File: config.mk
export PLATFORM = sky130hd
export DESIGN_NAME = spicmd_rx
export DESIGN_NICKNAME = d
export VERILOG_FILES = /design/src/rtl/spicmd_pkg.sv /design/src/rtl/spicmd_sync.sv /design/src/rtl/spicmd_capture.sv /design/src/rtl/spicmd_decode.sv /design/src/rtl/spicmd_rx.sv
export SDC_FILE = /design/constraint.sdc
export NUM_CORES = 1
export LEC_CHECK = 0
export ABC_AREA = 1
export CAP_MARGIN = 10
export CORE_MARGIN = 2
export CORE_UTILIZATION = 45
export DETAILED_ROUTE_END_ITERATION = 12
export DONT_BUFFER_PORTS = 1
export GPL_ROUTABILITY_DRIVEN = 0
export HOLD_SLACK_MARGIN = 0.03
export PLACE_DENSITY_LB_ADDON = 0.05
export SYNTH_ARGS = -nofsm -noshare
export SYNTH_HDL_FRONTEND = slang
export SYNTH_SLANG_ARGS = --single-unit
File: constraint.sdc
create_clock -name clk -period 4.6 [get_ports clk]
set_input_delay 0.23 -clock clk [delete_from_list [all_inputs] [get_ports clk]]
set_output_delay 0.23 -clock clk [all_outputs]
set_load 0.05 [all_outputs]
File: src/rtl/spicmd_pkg.sv
package spicmd_pkg;
  localparam int FRAME_W = 16;
  localparam int OP_W    = 4;
  localparam int ARG_W   = FRAME_W - OP_W;
  localparam int SYNC_STAGES = 2;

  localparam logic [OP_W-1:0] OP_SET_MODE  = 4'h1;
  localparam logic [OP_W-1:0] OP_SET_TRACE = 4'h2;

  typedef struct packed {
    logic [OP_W-1:0]  op;
    logic [ARG_W-1:0] arg;
  } cmd_word_t;
endpackage

File: src/rtl/spicmd_sync.sv
module spicmd_sync #(
  parameter int W = 3,
  parameter int STAGES = 2,
  parameter logic [W-1:0] RST_VAL = '0
) (
  input  logic         clk,
  input  logic         rst_n,
  input  logic [W-1:0] d,
  output logic [W-1:0] q
);
  generate
    for (genvar g = 0; g < W; g++) begin : g_bit
      logic [STAGES-1:0] chain;
      always_ff @(posedge clk or negedge rst_n) begin
        if (!rst_n) chain <= {STAGES{RST_VAL[g]}};
        else        chain <= {chain[STAGES-2:0], d[g]};
      end
      assign q[g] = chain[STAGES-1];
    end
  endgenerate
endmodule

File: src/rtl/spicmd_capture.sv
module spicmd_capture
  import spicmd_pkg::*;
(
  input  logic      clk,
  input  logic      rst_n,
  input  logic      sck_s,
  input  logic      mosi_s,
  input  logic      csn_s,
  output logic      frame_ok,
  output cmd_word_t frame_word
);
  localparam int CNT_MAX_I = FRAME_W + 1;
  localparam int CNT_W = $clog2(CNT_MAX_I + 1);
  localparam logic [CNT_W-1:0] CNT_MAX  = CNT_W'(CNT_MAX_I);
  localparam logic [CNT_W-1:0] CNT_FULL = CNT_W'(FRAME_W);

  logic               p_sck, p_csn;
  logic [FRAME_W-1:0] shreg, sh_nxt;
  logic [CNT_W-1:0]   cnt, cnt_nxt;
  logic               take, csn_rise, csn_fall;

  always_comb begin
    // sample while the select was active in the prior cycle, so a clock edge
    // arriving together with the release still counts
    take     = sck_s & ~p_sck & ~p_csn;
    csn_rise = csn_s & ~p_csn;
    csn_fall = ~csn_s & p_csn;
    sh_nxt   = take ? {shreg[FRAME_W-2:0], mosi_s} : shreg;
    cnt_nxt  = (take && cnt != CNT_MAX) ? cnt + 1'b1 : cnt;
  end

  always_ff @(posedge clk or negedge rst_n) begin
    if (!rst_n) begin
      p_sck <= 1'b0;
      p_csn <= 1'b1;
      shreg <= '0;
      cnt   <= '0;
    end else begin
      p_sck <= sck_s;
      p_csn <= csn_s;
      if (csn_fall) begin
        shreg <= '0;
        cnt   <= '0;
      end else begin
        shreg <= sh_nxt;
        cnt   <= cnt_nxt;
      end
    end
  end

  assign frame_ok   = csn_rise && (cnt_nxt == CNT_FULL);
  assign frame_word = cmd_word_t'(sh_nxt);

  // the counter saturates and never wraps back into range
  a_r7_cnt_bounded: assert property (@(posedge clk) disable iff (!rst_n)
    cnt <= CNT_MAX);
  // while the select is idle nothing is shifted
  a_r10_idle_no_shift: assert property (@(posedge clk) disable iff (!rst_n)
    (p_csn && csn_s) |=> ($stable(shreg) && $stable(cnt)));
  // at most one bit per system cycle
  a_r3_one_bit_per_cycle: assert property (@(posedge clk) disable iff (!rst_n)
    (!csn_fall) |=> ((cnt - $past(cnt)) <= 1));
endmodule

File: src/rtl/spicmd_decode.sv
module spicmd_decode
  import spicmd_pkg::*;
(
  input  logic             clk,
  input  logic             rst_n,
  input  logic             frame_ok,
  input  cmd_word_t        frame_word,
  output logic [ARG_W-1:0] mode_q,
  output logic             trace_q
);
  always_ff @(posedge clk or negedge rst_n) begin
    if (!rst_n) begin
      mode_q  <= '0;
      trace_q <= 1'b0;
    end else if (frame_ok) begin
      case (frame_word.op)
        OP_SET_MODE:  mode_q  <= frame_word.arg;
        OP_SET_TRACE: trace_q <= frame_word.arg[0];
        default: ;
      endcase
    end
  end


  a_r4_mode_write: assert property (@(posedge clk) disable iff (!rst_n)
    (frame_ok && frame_word.op == OP_SET_MODE) |=> (mode_q == $past(frame_word.arg)));

  a_r5_trace_write: assert property (@(posedge clk) disable iff (!rst_n)
    (frame_ok && frame_word.op == OP_SET_TRACE) |=> (trace_q == $past(frame_word.arg[0]) && $stable(mode_q)));

  a_r8_unknown_ignored: assert property (@(posedge clk) disable iff (!rst_n)
    (frame_ok && frame_word.op != OP_SET_MODE && frame_word.op != OP_SET_TRACE)
      |=> ($stable(mode_q) && $stable(trace_q)));

  a_r9_hold_without_frame: assert property (@(posedge clk) disable iff (!rst_n)
    (!frame_ok) |=> ($stable(mode_q) && $stable(trace_q)));
endmodule

File: src/rtl/spicmd_rx.sv
module spicmd_rx
  import spicmd_pkg::*;
(
  input  logic             clk,
  input  logic             rst_n,
  input  logic             spi_sck,
  input  logic             spi_mosi,
  input  logic             spi_csn,
  output logic [ARG_W-1:0] mode_word,
  output logic             trace_en
);
  logic [2:0] raw, synced;
  logic       frame_ok;
  cmd_word_t  frame_word;

  assign raw = {spi_csn, spi_mosi, spi_sck};

  spicmd_sync #(.W(3), .STAGES(SYNC_STAGES), .RST_VAL(3'b100)) u_sync (
    .clk(clk), .rst_n(rst_n), .d(raw), .q(synced));

  spicmd_capture u_cap (
    .clk(clk), .rst_n(rst_n),
    .sck_s(synced[0]), .mosi_s(synced[1]), .csn_s(synced[2]),
    .frame_ok(frame_ok), .frame_word(frame_word));

  spicmd_decode u_dec (
    .clk(clk), .rst_n(rst_n),
    .frame_ok(frame_ok), .frame_word(frame_word),
    .mode_q(mode_word), .trace_q(trace_en));

  // a frame only commits when the synchronized select reads released
  a_r9_commit_on_release: assert property (@(posedge clk) disable iff (!rst_n)
    frame_ok |-> synced[2]);
endmodule

==> impl_metrics.tcl <==
set metrics [dict create \
    grt_max_degree 43 \
    ys_ff_latch 42 \
    ff2ff_path_depth 10 \
    reg2reg_slack_ns 2.43 \
    min_path_cells 0 \
    maxCapViolations 0 \
    p_leak_nw 1.13 \
    cts.clk_slew.worst_paths_ns 0.08 \
    drv_slew 0 \
    final_area_um2 2140 \
    crit_path_frequent_cell "nand2_1" \
    io_pins 18 \
    drc_errors 0 \
    die_w_um 70.5 \
    p_sw_share_pct 32.3 \
    drt_pass1_iterations 4 \
    powerDensity_nw_per_um2 381 \
    place_hpwl_mm 2.73 \
    num_rows 24 \
    synth_cell_type_count 24 \
    placedCellCount 271 \
    tightest_slew_ns 0.697 \
    core-area_um2 4290 \
    cts_hold_buffers 5 \
    die_h_um 70.5 \
    power.share.clock_pct 28.3 \
    cts_setup_buffers 0 \
    grt_usage_pct 16.6 \
    crit_type "reg2reg" \
    grt_antenna_before_repair 0 \
    critPathTopFamily "simple AND/OR/NAND/NOR gates" \
    intPower_w 0.000553 \
    grt_pass1_vias 1365 \
    clock-root-buffer "clkbuf_8" \
    crit_fanout 13 \
    cts_buffer_depth 2 \
    cp_slowest_stage_delay_ns 0.55 \
    cts_htree_levels 2 \
    cts_tree "built" \
    timing.rr.start "u_cap.cnt[0]" \
    ys_seq_area_share_pct 53.0 \
    hp-start "u_sync.g_bit[0].chain[0]" \
    startpoint_type "flip-flop" \
    hold_ws_ns 0.362 \
    rsz0062_at_grt "no" \
    post-route-period-util_pct 47.2 \
    via_per_inst 5.04 \
    cp-end-kind "flip-flop" \
    tns_ns 0 \
    grt_pass1_wl_mm 6.44 \
    synthesis.instances 228 \
    wl_per_cell_um 13.2 \
    layout.nets 238 \
    wirelength_mm 3.76 \
    portBuffers 0 \
    sequentialPowerShare_pct 57.8 \
    clock_latency_ns 0.29 \
    path_buf_inv 1 \
    crit_chain "ha_1 -> nand2_1 -> inv_1 -> nand2_1 -> nand2_2 -> nand2_1 -> nand3_1 -> nor3_2 -> nand4_1 -> nand2_1" \
    vdd_drop_max_mv 0.263 \
    drive_gt1_share_pct 14.2 \
    area_growth_pct 7.67 \
    cp.arrival_ns 2.40 \
    post-route-util_pct 49.9 \
    floorplan.initialDensity_pct 46.4 \
    status "completed" \
    die_area_um2 4970 \
    diodes 0 \
    cpMaxStageDelayCell "nor3_2" \
    hold_viol 0 \
    switchingPower_w 0.000264 \
    ctsResizeCount 0 \
    grt-ovfl-total 0 \
    dpl-instance-area_um2 2000 \
    whs_endpoint "u_sync.g_bit[0].chain[1]" \
    period_minus_slack_ns 2.17 \
    min_path_type "reg2reg" \
    relSlewSlack_pct 53.3 \
    vias 1432 \
    yosysWarnings 0 \
    cts_sinks 42 \
    worst-endpoint-required_ns 4.83 \
    avgSynthCellArea_um2 8.73 \
    setup_viol 0 \
    r2r_end "u_dec.mode_q[8]" \
    syn_nets 235 \
    drt_iter0_markers 116 \
    cts_inserted_buffers 5 \
    combinationalPowerShare_pct 13.9 \
    layout.cells.non_filler 284 \
    syn_area_um2 1990 \
    skew_ns 0.00369 \
    fmaxAchievable_mhz 461 \
    ant_nets 0 \
]
==> worst max-delay path by stage <==
stage	start	endpoint	slack, ns	depth (start not counted)
after floorplan	u_cap.cnt[0]	u_dec.mode_q[0]	2.86	12
after global placement	u_cap.p_csn	u_dec.mode_q[6]	2.51	9
after detailed placement	u_cap.cnt[0]	u_dec.mode_q[8]	2.44	10
after CTS	u_cap.p_csn	u_dec.mode_q[6]	2.42	9
after global routing	u_cap.cnt[1]	u_dec.mode_q[8]	2.17	11
final	u_cap.cnt[0]	u_dec.mode_q[8]	2.43	10
==> metrics by stage <==
stage | total power, W | worst slack (ns)
4_1_cts | 0.000828 | 2.42
3_3_place_gp | 0.000580 | 2.51
6_report | 0.000817 | 2.43
5_1_grt | 0.000866 | 2.17
3_5_place_dp | 0.000583 | 2.44
2_1_floorplan | 0.000561 | 2.86
==> cells in the final DEF (no fill, tap or decap), drive strengths merged <==
master / Yosys / routed
dlygate4sd3: 0 / 4
nand3b: 1 / 1
or2: 11 / 11
dfstp: 3 / 3
nand2: 61 / 61
a21oi: 3 / 3
nand4: 17 / 17
nor2: 29 / 29
clkinv: 0 / 2
nand3: 6 / 6
o21a: 11 / 11
buf: 7 / 2
dfrtp: 39 / 39
o21ai: 6 / 6
inv: 28 / 28
nor3: 1 / 1
ha: 2 / 2
clkbuf: 3 / 6
==> sequential cells by signal, indices dropped and copies added, names as in the netlist <==
register            cells
u_sync.g_bit.chain      6
u_cap.p_sck             1
u_dec.mode_q           12
u_cap.p_csn             1
u_cap.cnt               5
u_cap.shreg            16
u_dec.trace_q           1
==> cells by family after synthesis <==
logic type / share of synthesized area, %
AOI/OAI and AO/OA: 6.60
adders and majority gates: 1.26
buffers and inverters: 8.61
DFF: 53.0
and+or+nand+nor: 30.5
==> power by group through the flow <==
stage / registers [W] / clock network (W) / logic, W
2_1_floorplan: 0.000473 / 0 / 0.0000889
3_3_place_gp: 0.000480 / 0 / 0.000101
3_5_place_dp: 0.000481 / 0 / 0.000103
4_1_cts: 0.000473 / 0.000240 / 0.000115
5_1_grt: 0.000477 / 0.000257 / 0.000132
6_report: 0.000473 / 0.000231 / 0.000114
==> routing by layer <==
metal  routed length [um]  vias up  global-route usage [%]
li1                     -      729                       -
met1                 1970      673                    23.6
met2                 1610       24                    25.3
met3                  130        6                    4.62
met4                   44        0                    4.49
met5                    0        -                       0
==> synth_stat cells <==
cell,count,area (um2)
dfstp_2,3,78.8
a21oi_1,3,15.0
dfrtp_1,39,976
o21ai_1,1,5.00
buf_6,2,22.5
nand3b_1,1,7.51
buf_2,2,10.0
o21ai_2,1,8.76
nor2_4,3,33.8
nand4_4,1,21.3
buf_4,3,22.5
ha_1,2,25.0
nand2_2,3,18.8
nand2_1,58,218
nor3_2,1,10.0
nor2_1,25,93.8
clkbuf_1,3,11.3
o21a_1,11,82.6
nor2_2,1,6.26
nand3_1,6,30.0
or2_2,11,68.8
inv_1,28,105
nand4_1,16,100
o21ai_0,4,20.0
==> final cells by class <==
cell class,count,area [um2]
tap,52,65.1
clock buffer,6,72.6
fill,418,2150
inverter,28,105
sequential,42,1050
timing repair buffer,6,67.6
multi-input combinational,148,764
clock inverter,2,13.8
Power figures use the tool's default switching activity.
